**src/rtl/tff_pkg.sv**
```systemverilog
package tff_pkg;
    typedef enum logic {
        TX_IDLE = 1'b0,
        TX_SEND = 1'b1
    } tx_state_e;

    localparam int THR_CODE_W = 3;
    localparam int THR_BYTES_W = 9;
endpackage

```
**src/rtl/tff_thr_decode.sv**
```systemverilog
module tff_thr_decode
    import tff_pkg::*;
(
    input  logic [THR_CODE_W-1:0]  code,
    output logic [THR_BYTES_W-1:0] bytes
);
    int v;
    always_comb begin
        // low half: multiples of 64; high half: 40 down to 16 in steps of 8
        if (code[2]) v = 40 - 8 * int'(code[1:0]);
        else         v = 64 * (int'(code[1:0]) + 1);
        bytes = THR_BYTES_W'(v);
    end
endmodule

```
**src/rtl/tff_flush_timer.sv**
```systemverilog
module tff_flush_timer #(
    parameter int CYCLES = 4
) (
    input  logic clk,
    input  logic rst_n,
    input  logic req,
    output logic accept,
    output logic busy
);
    localparam int CW = $clog2(CYCLES + 1);

    logic [CW-1:0] cnt_d, cnt_q;

    assign busy   = (cnt_q != '0);
    assign accept = req && !busy;

    always_comb begin
        cnt_d = cnt_q;
        if (accept)    cnt_d = CW'(CYCLES);
        else if (busy) cnt_d = cnt_q - 1'b1;
    end

    always_ff @(posedge clk) begin
        if (!rst_n) cnt_q <= '0;
        else        cnt_q <= cnt_d;
    end

    p_accept_busy_r7: assert property (@(posedge clk) disable iff (!rst_n)
        accept |=> busy);
endmodule

```
**src/rtl/tff_store.sv**
```systemverilog
module tff_store #(
    parameter int DW    = 8,
    parameter int DEPTH = 256
) (
    input  logic                       clk,
    input  logic                       rst_n,
    input  logic                       clr,
    input  logic                       push,
    input  logic [DW-1:0]              push_data,
    input  logic                       push_last,
    input  logic                       pop,
    output logic [DW-1:0]              head_data,
    output logic                       head_last,
    output logic [$clog2(DEPTH):0]     level,
    output logic [$clog2(DEPTH):0]     frames,
    output logic                       full,
    output logic                       empty
);
    localparam int AW = $clog2(DEPTH);
    localparam int LW = AW + 1;

    typedef struct packed {
        logic [AW-1:0] wr_ptr;
        logic [AW-1:0] rd_ptr;
        logic [LW-1:0] level;
        logic [LW-1:0] frames;
    } st_t;

    st_t st_d, st_q;
    logic [DW:0] mem [DEPTH];

    function automatic logic [AW-1:0] bump(input logic [AW-1:0] p);
        return (p == AW'(DEPTH - 1)) ? '0 : p + 1'b1;
    endfunction

    always_comb begin
        st_d = st_q;
        if (clr) begin
            st_d = '0;
        end else begin
            if (push) st_d.wr_ptr = bump(st_q.wr_ptr);
            if (pop)  st_d.rd_ptr = bump(st_q.rd_ptr);
            st_d.level  = st_q.level + LW'(push) - LW'(pop);
            st_d.frames = st_q.frames + LW'(push && push_last)
                                      - LW'(pop && head_last);
        end
    end

    always_ff @(posedge clk) begin
        if (!rst_n) st_q <= '0;
        else        st_q <= st_d;
    end

    always_ff @(posedge clk) begin
        if (push && !clr) mem[st_q.wr_ptr] <= {push_last, push_data};
    end

    assign {head_last, head_data} = mem[st_q.rd_ptr];
    assign level  = st_q.level;
    assign frames = st_q.frames;
    assign full   = (st_q.level == LW'(DEPTH));
    assign empty  = (st_q.level == '0);

    p_no_overflow_r9: assert property (@(posedge clk) disable iff (!rst_n)
        push |-> !full);
    p_pop_nonempty_r6: assert property (@(posedge clk) disable iff (!rst_n)
        pop |-> !empty);
    p_frames_level_r4: assert property (@(posedge clk) disable iff (!rst_n)
        frames <= level);
endmodule

```
**src/rtl/tx_frame_fifo.sv**
```systemverilog
module tx_frame_fifo
    import tff_pkg::*;
#(
    parameter int DATA_W       = 8,
    parameter int DEPTH        = 256,
    parameter int FLUSH_CYCLES = 4
) (
    input  logic              clk,
    input  logic              rst_n,
    input  logic              wr_valid,
    input  logic [DATA_W-1:0] wr_data,
    input  logic              wr_last,
    output logic              wr_ready,
    input  logic              cfg_we,
    input  logic              cfg_sf,
    input  logic [2:0]        cfg_thr,
    input  logic              flush_req,
    output logic              flush_busy,
    output logic              tx_start,
    output logic              tx_valid,
    output logic [DATA_W-1:0] tx_data,
    output logic              tx_last,
    input  logic              tx_ready
);
    localparam int LW = $clog2(DEPTH) + 1;

    typedef struct packed {
        tx_state_e             state;
        logic                  sf_pend;
        logic                  sf_act;
        logic [THR_CODE_W-1:0] thr;
    } ctl_t;

    ctl_t ctl_d, ctl_q;

    logic                   flush_accept;
    logic                   push, pop, full, empty, head_last, start_ok;
    logic [LW-1:0]          level, frames;
    logic [THR_BYTES_W-1:0] thr_bytes;

    tff_flush_timer #(.CYCLES(FLUSH_CYCLES)) u_flush (
        .clk    (clk),
        .rst_n  (rst_n),
        .req    (flush_req),
        .accept (flush_accept),
        .busy   (flush_busy)
    );

    tff_thr_decode u_thr (
        .code  (ctl_q.thr),
        .bytes (thr_bytes)
    );

    tff_store #(.DW(DATA_W), .DEPTH(DEPTH)) u_store (
        .clk       (clk),
        .rst_n     (rst_n),
        .clr       (flush_accept || flush_busy),
        .push      (push),
        .push_data (wr_data),
        .push_last (wr_last),
        .pop       (pop),
        .head_data (tx_data),
        .head_last (head_last),
        .level     (level),
        .frames    (frames),
        .full      (full),
        .empty     (empty)
    );

    assign wr_ready = !full && !flush_busy;
    assign push     = wr_valid && wr_ready;
    assign tx_valid = (ctl_q.state == TX_SEND) && !empty && !flush_busy;
    assign tx_last  = tx_valid && head_last;
    assign pop      = tx_valid && tx_ready;

    always_comb begin
        if (ctl_q.sf_act) start_ok = (frames != '0);
        else              start_ok = (frames != '0) ||
                                     (int'(level) >= int'(thr_bytes));
    end

    assign tx_start = (ctl_q.state == TX_IDLE) && !flush_busy && start_ok;

    always_comb begin
        ctl_d = ctl_q;
        if (cfg_we && !flush_busy) begin
            ctl_d.sf_pend = cfg_sf;
            ctl_d.thr     = cfg_thr;
        end
        // the start rule follows the recorded mode only between frames
        if (ctl_q.state == TX_IDLE) ctl_d.sf_act = ctl_q.sf_pend;
        if (flush_accept || flush_busy) begin
            ctl_d.state = TX_IDLE;
        end else if (tx_start) begin
            ctl_d.state = TX_SEND;
        end else if (pop && head_last) begin
            ctl_d.state = TX_IDLE;
        end
    end

    always_ff @(posedge clk) begin
        if (!rst_n) ctl_q <= '{state: TX_IDLE, sf_pend: 1'b0, sf_act: 1'b0, thr: '0};
        else        ctl_q <= ctl_d;
    end

    p_flush_empties_r7: assert property (@(posedge clk) disable iff (!rst_n)
        $fell(flush_busy) |-> (level == '0));
    p_hold_empty_r8: assert property (@(posedge clk) disable iff (!rst_n)
        flush_busy |=> (level == '0));
    p_sf_hold_r5: assert property (@(posedge clk) disable iff (!rst_n)
        (ctl_q.state == TX_SEND && $past(ctl_q.state) == TX_SEND) |-> $stable(ctl_q.sf_act));
    p_thr_range_r2: assert property (@(posedge clk) disable iff (!rst_n)
        (thr_bytes >= THR_BYTES_W'(16)) && (thr_bytes <= THR_BYTES_W'(256)));
endmodule

```
**config.mk**
```make
export PLATFORM = sky130hd
export DESIGN_NAME = tx_frame_fifo
export DESIGN_NICKNAME = d
export VERILOG_FILES = /design/src/rtl/tff_pkg.sv /design/src/rtl/tff_thr_decode.sv /design/src/rtl/tff_flush_timer.sv /design/src/rtl/tff_store.sv /design/src/rtl/tx_frame_fifo.sv
export SDC_FILE = /design/constraint.sdc
export NUM_CORES = 2
export LEC_CHECK = 0
export BUFFER_PORTS_ARGS = -buffer_cell sky130_fd_sc_hd__buf_2
export CAP_MARGIN = 20
export CORE_ASPECT_RATIO = 1.75
export CORE_UTILIZATION = 45
export CTS_CLUSTER_DIAMETER = 150
export DETAILED_ROUTE_END_ITERATION = 10
export HOLD_SLACK_MARGIN = 0.12
export PLACE_DENSITY = 0.69
export SLEW_MARGIN = 20
export SYNTH_ARGS = -nofsm -noshare
export SYNTH_HDL_FRONTEND = slang
export SYNTH_SLANG_ARGS = --single-unit
```
**constraint.sdc**
```tcl
create_clock -name clk -period 12.7 [get_ports clk]
set_input_delay 0 -clock clk [delete_from_list [all_inputs] [get_ports clk]]
set_output_delay 0 -clock clk [all_outputs]
set_load 0.01 [all_outputs]
```
-- Word level (Yosys, flattened, before mapping)
Memories as Yosys holds them, arrays and structs flattened. A register that Yosys moved wholly into a read port is not among the register bits.
Index checks and enable logic that the tools add are counted.
- add/sub/neg operators: 9
- $lt $le $gt $ge: 1
- eq/ne operators: 3
- multiplexer cells: 12
- bitwise operators: 2
- reduce and logical (&&, ||, !) cells: 26
- operator list (kind ; count):
    two-way mux 8 bit ; 4
    adder 9 x 1 -> 9 bit ; 2
    subtractor 9 x 1 -> 9 bit ; 2
    adder 8 x 1 -> 8 bit, second input constant ; 2
    == test 8 bit, second input constant ; 2
    logical AND 1 bit ; 13
    == test 9 bit, second input constant ; 1
    greater-or-equal comparator 9 bit ; 1
    zero test 9 bit ; 1
    two-way mux 9 bit ; 1
    nonzero test 9 bit ; 1
    subtractor 6 x 5 -> 7 bit, first input constant ; 1
    two-way mux 3 bit ; 2
    two-way mux 1 bit ; 5
    zero test 1 bit ; 4
    nonzero test 2 bit ; 2
    OR reduction 2 bit ; 2
    adder 2 x 1 -> 3 bit, second input constant ; 1
    nonzero test 3 bit ; 1
    subtractor 3 x 1 -> 3 bit, second input constant ; 1
    logical OR 1 bit ; 2
    NOT 1 bit ; 2
- bits in registers: 43
- RAM bits: 2304
- input bits: 19
- output and inout bits: 13
- word-level logic and storage cells: 64
- memories kept: 1
- memories (name ; words ; bits a word ; read ports ; clocked after Yosys merged registers in ; write ports ; RTL line ; text):
    u_store.mem ; 256 ; 9 ; 1 ; 1 ; 1 ; tff_store.sv:30 ; logic [DW:0] mem [DEPTH];

-- Longest topological paths before layout
- depth in word-level cells: 8
- gate-level depth with buffers: 22
- depth with buffers taken out: 18

-- Hierarchy
From an unflattened synthesis, not the netlist that was laid out.
- cells, all modules: 4306
- area, all modules: 92346.1 um^2
- modules (own cells, without submodules) (module ; instances ; cells an instance ; area an instance (um^2) ; seq. area each (um^2)):
    tff_store ; 1 ; 4212 ; 91565.3 ; 70027.2
    tx_frame_fifo ; 1 ; 64 ; 524.3 ; 120.1
    tff_flush_timer ; 1 ; 19 ; 180.2 ; 60.1
    tff_thr_decode ; 1 ; 11 ; 76.3 ; 0.0

-- Least setup slack after synthesis
Ideal clock, no wire load.
- kind: register to register
- start point: register (tool-made name)
- end point: register u_store.st_q, in the netlist u_store.frames[8]
- setup time: 0.121 ns
- arrival time: 3.951 ns
- required time: 12.579 ns
- setup slack: 8.627 ns
- cell stages (with the launch flop): 21
- buffers on the path: 3
- clock period less this slack: 4.073 ns
- cells stage by stage: dfxtp_1 buf_2 buf_2 buf_2 mux4_2 nand2_1 nand3_1 a31o_2 and3_1 and2_1 ha_1 inv_1 ha_1 fa_1 a21oi_1 o21bai_1 a21oi_1 o21bai_1 a21oi_1 o21bai_1 mux2i_1
- RTL lines (element ; RTL line ; text):
    to (signal assigned) ; tff_store.sv:51 ; else st_q <= st_d;
    to (decl) ; tff_store.sv:29 ; st_t st_d, st_q;

==> impl_metrics.yaml <==
status:
  status: "finished, final reports clean"
power_and_ir_drop:
  pwr-share-seq_pct: 57.6
  swShare_pct: 19.9
  netSwitchingPower_mw: 2.94
  combPwrFrac_pct: 2.0
  p_int_mw: 11.9
  p_leak_nw: 29.8
  clkPwrFrac_pct: 40.3
  p_per_area_nw_per_um2: 147
  ir_drop_mv: 0.147
timing:
  relSlewSlack_pct: 21.9
  final.setup.worst_slack_ns: 6.24
  fin_worst_skew_ns: 0.0391
  rsz0062_at_grt: "no"
  fmax_mhz: 155
  finalSetupViolations: 0
  finalCriticalPeriod_ns: 6.46
  slew_violations: 0
  fin_crit_sh_pct: 50.9
  worstMarginPinSlew_ns: 1.17
  hold_viol_final: 0
  setup_tns_ns: 0
placed_design:
  hpwl_um: 138000
  portBuffers: 31
  place_ws_ns: 6.19
  routabilityCongestion: 0.881
cts:
  cts-root-buf: "clkbuf_16"
  clock_path_buffers: 4
  clkSlewWorstSetupHoldPaths_ns: 0.07
  clk_latency_ns: 0.85
  numCtsBuffers: 191
  post_cts_buffers: 0
  h-tree-depth: 4
  cts_tree: "built"
  clkSinkCount: 2355
setup_path:
  startpoint_type: "register"
  end_kind: "register"
  crit_end: "u_store.frames[8]"
  reg2reg_slack_ns: 6.24
  ff2ff_path_depth: 20
  r2r-end: "u_store.frames[8]"
  critPathKind: "register to register"
  path_max_fanout: 76
  arrival_ns: 7.19
  required_ns: 13.43
route:
  drt-total-wl_um: 217000
  ant_nets: 0
  avgViaCountPerCell: 6.00
  vias: 41600
  detail_route.wl_per_cell_um: 31.3
  first_pass_iters: 5
  drt-initial-drc-count: 4139
  drc: 0
cells_and_area:
  synthToLayoutAreaGrowth_pct: 10.5
  multi_input_area_um2: 20000
  layout.nets: 4204
  layout-drive-gt1-share_pct: 26.1
  regArea_um2: 70200
  fillers: 15500
yosys:
  syn_inst: 4044
  ys_seq_elements: 2355
  synth_area_um2: 91400
  ys.flop_type: "edfxtp_1"
  syn_nets: 4103
  yosysTopAreaCell: "edfxtp_1"
  synth_cell_type_count: 50
  netlist_top_cells_area: "edfxtp_1 76%, mux4_2 17%, nor2_1 1.2%, dfxtp_1 1.1%, clkbuf_1 0.53%"
  async_reset_ff_share_pct: 0
  synth-edff-count: 2304
  ys_seq_area_share_pct: 76.8
  synth_top_area_share_pct: 75.7
  yosys_warnings: 0
  postSynthAreaPerCell_um2: 22.6
global_route:
  antenna_found_initial: 3
  grt_pass1_vias: 43900
  track_usage_pct: 21.3
  grt_pass1_wl_um: 313000
  grt_max_degree: 135
  grt_overflow_total: 0
floorplan:
  die_h_um: 598
  initial_core_util_pct: 45.3
  rows: 218
  die_w_um: 343
  die-area_um2: 205000
  core_area_um2: 202000
  io_pins: 32
flow_run:
  maxCapViolCount: 0
worst_hold_path:
  hold_depth: 2
  min_path_type: "input port to register"
per-layer routing:
layer / vias up / global-route usage (%) / part of all wire [%]
met2: 1644 / 38.4 / 54
met1: 22300 / 23.5 / 33
met5: - / 0 / 0
met4: 0 / 14.6 / 7.7
li1: 17200 / - / -
met3: 493 / 2.41 / 5.2
stage by stage:
stage / utilization (%) / instances / power, mW / hold WS (ns) / instance area (um2)
after floorplan: - / 4044 / 8.80 / 0.0989 / 91400
after global placement: 46.9 / 6556 / 8.98 / 0.265 / 94500
after detailed placement: 46.9 / 6557 / 9.00 / 0.281 / 94500
after CTS: 50.1 / 6927 / 14.9 / 0.175 / 101000
after global routing: 50.1 / 6931 / 15.1 / 0.225 / 101000
final: 50.1 / 6932 / 14.8 / 0.199 / 101000
synthesized netlist by cell type (all sizes together) (10+ instances only):
cell type,instances
edfxtp,2304
mux4,703
nor2,289
clkbuf,129
buf,97
nand2,83
dfxtp,51
a22oi,49
nand3,40
ha,38
inv,31
a21oi,28
a221oi,16
a22o,16
nor2b,16
mux2i,14
xnor2,12
nor3,11
nand2b,10
o21ai,10
o21bai,10
registers in the layout (all words and copies together), names as in the netlist, named ones only:
signal	flops
u_store.mem	2304
u_store.st_q	16
u_store.frames	9
u_store.level	9
ctl_q	6
u_flush.cnt_q	3
critical path, stage by stage (launching register included):
cell and delay, ns:
dfxtp_4 0.89, buf_12 0.57, buf_4 0.77, mux4_2 0.59
a22oi_1 0.16, and3_1 0.31, o221ai_1 0.18, a31o_2 0.24
and3_1 0.31, and2_1 0.24, ha_1 0.29, inv_1 0.05
ha_1 0.20, fa_1 0.44, a21oi_1 0.17, o21bai_1 0.11
a21oi_1 0.17, o21bai_1 0.12, a21oi_1 0.17, o21bai_1 0.09
mux2i_1 0.12
what timing repair did:
item / CTS / global route
resized for setup: 0 / 0
hold buffers: 32 / 0
endpoints found under the hold margin: 1076 / 0
power by group through the flow:
stage                     clock (mW)  combinational [mW]  sequential [mW]
after floorplan                    0              0.0906             8.71
after global placement             0               0.269             8.71
after detailed placement           0               0.286             8.71
after CTS                       6.04               0.301             8.54
after global routing            6.28               0.319             8.53
final                           5.97               0.301             8.54
worst min-delay path by stage:
stage	to	start
floorplan	u_store.mem[0][0]	wr_data[0]
global placement	ctl_q[1]	cfg_thr[1]
detailed placement	ctl_q[0]	cfg_thr[0]
CTS	u_store.level[3]	rst_n
global route	u_store.mem[5][6]	wr_data[6]
finish	u_store.mem[5][6]	wr_data[6]
placed cells by master, fill, tap and decap left out, types with 11 or more instances in the layout:
cell type	synthesis	routed
buf_4	5	62
ha_1	38	38
a21oi_1	28	28
nor2_2	0	23
edfxtp_1	2304	2304
mux4_2	703	703
nand3_1	40	40
nor3_1	11	11
dfxtp_1	51	47
nor2_1	289	264
nor2b_1	16	15
xnor2_1	12	12
buf_2	55	22
clkinv_1	0	36
clkinv_2	0	40
nand2_1	83	82
mux2i_1	14	14
clkbuf_16	0	195
bufinv_16	0	22
a22o_1	16	16
clkbuf_1	129	30
dlygate4sd3_1	0	32
a221oi_1	16	16
a22oi_1	49	49
inv_1	31	30
cells by family after synthesis:
family                     synth area share [%]
and+or+nand+nor                            2.24
AOI/OAI and AO/OA                          1.35
muxes                                      17.5
xor gates and xnor gates                  0.182
DFF                                        76.8
adders and majority gates                 0.564
buffers and inverters                      1.32
cell type report:
class | count | area share, %
diodes | 2 | 0.00496
clock buffers | 227 | 4.97
clock inverters | 111 | 1.09
inverters | 31 | 0.123
multi-input cells | 1432 | 19.8
flip-flops and latches | 2355 | 69.5
well taps | 2640 | 3.27
repair buffers | 134 | 1.18
Note: power is estimated with default switching activity, not from simulation.
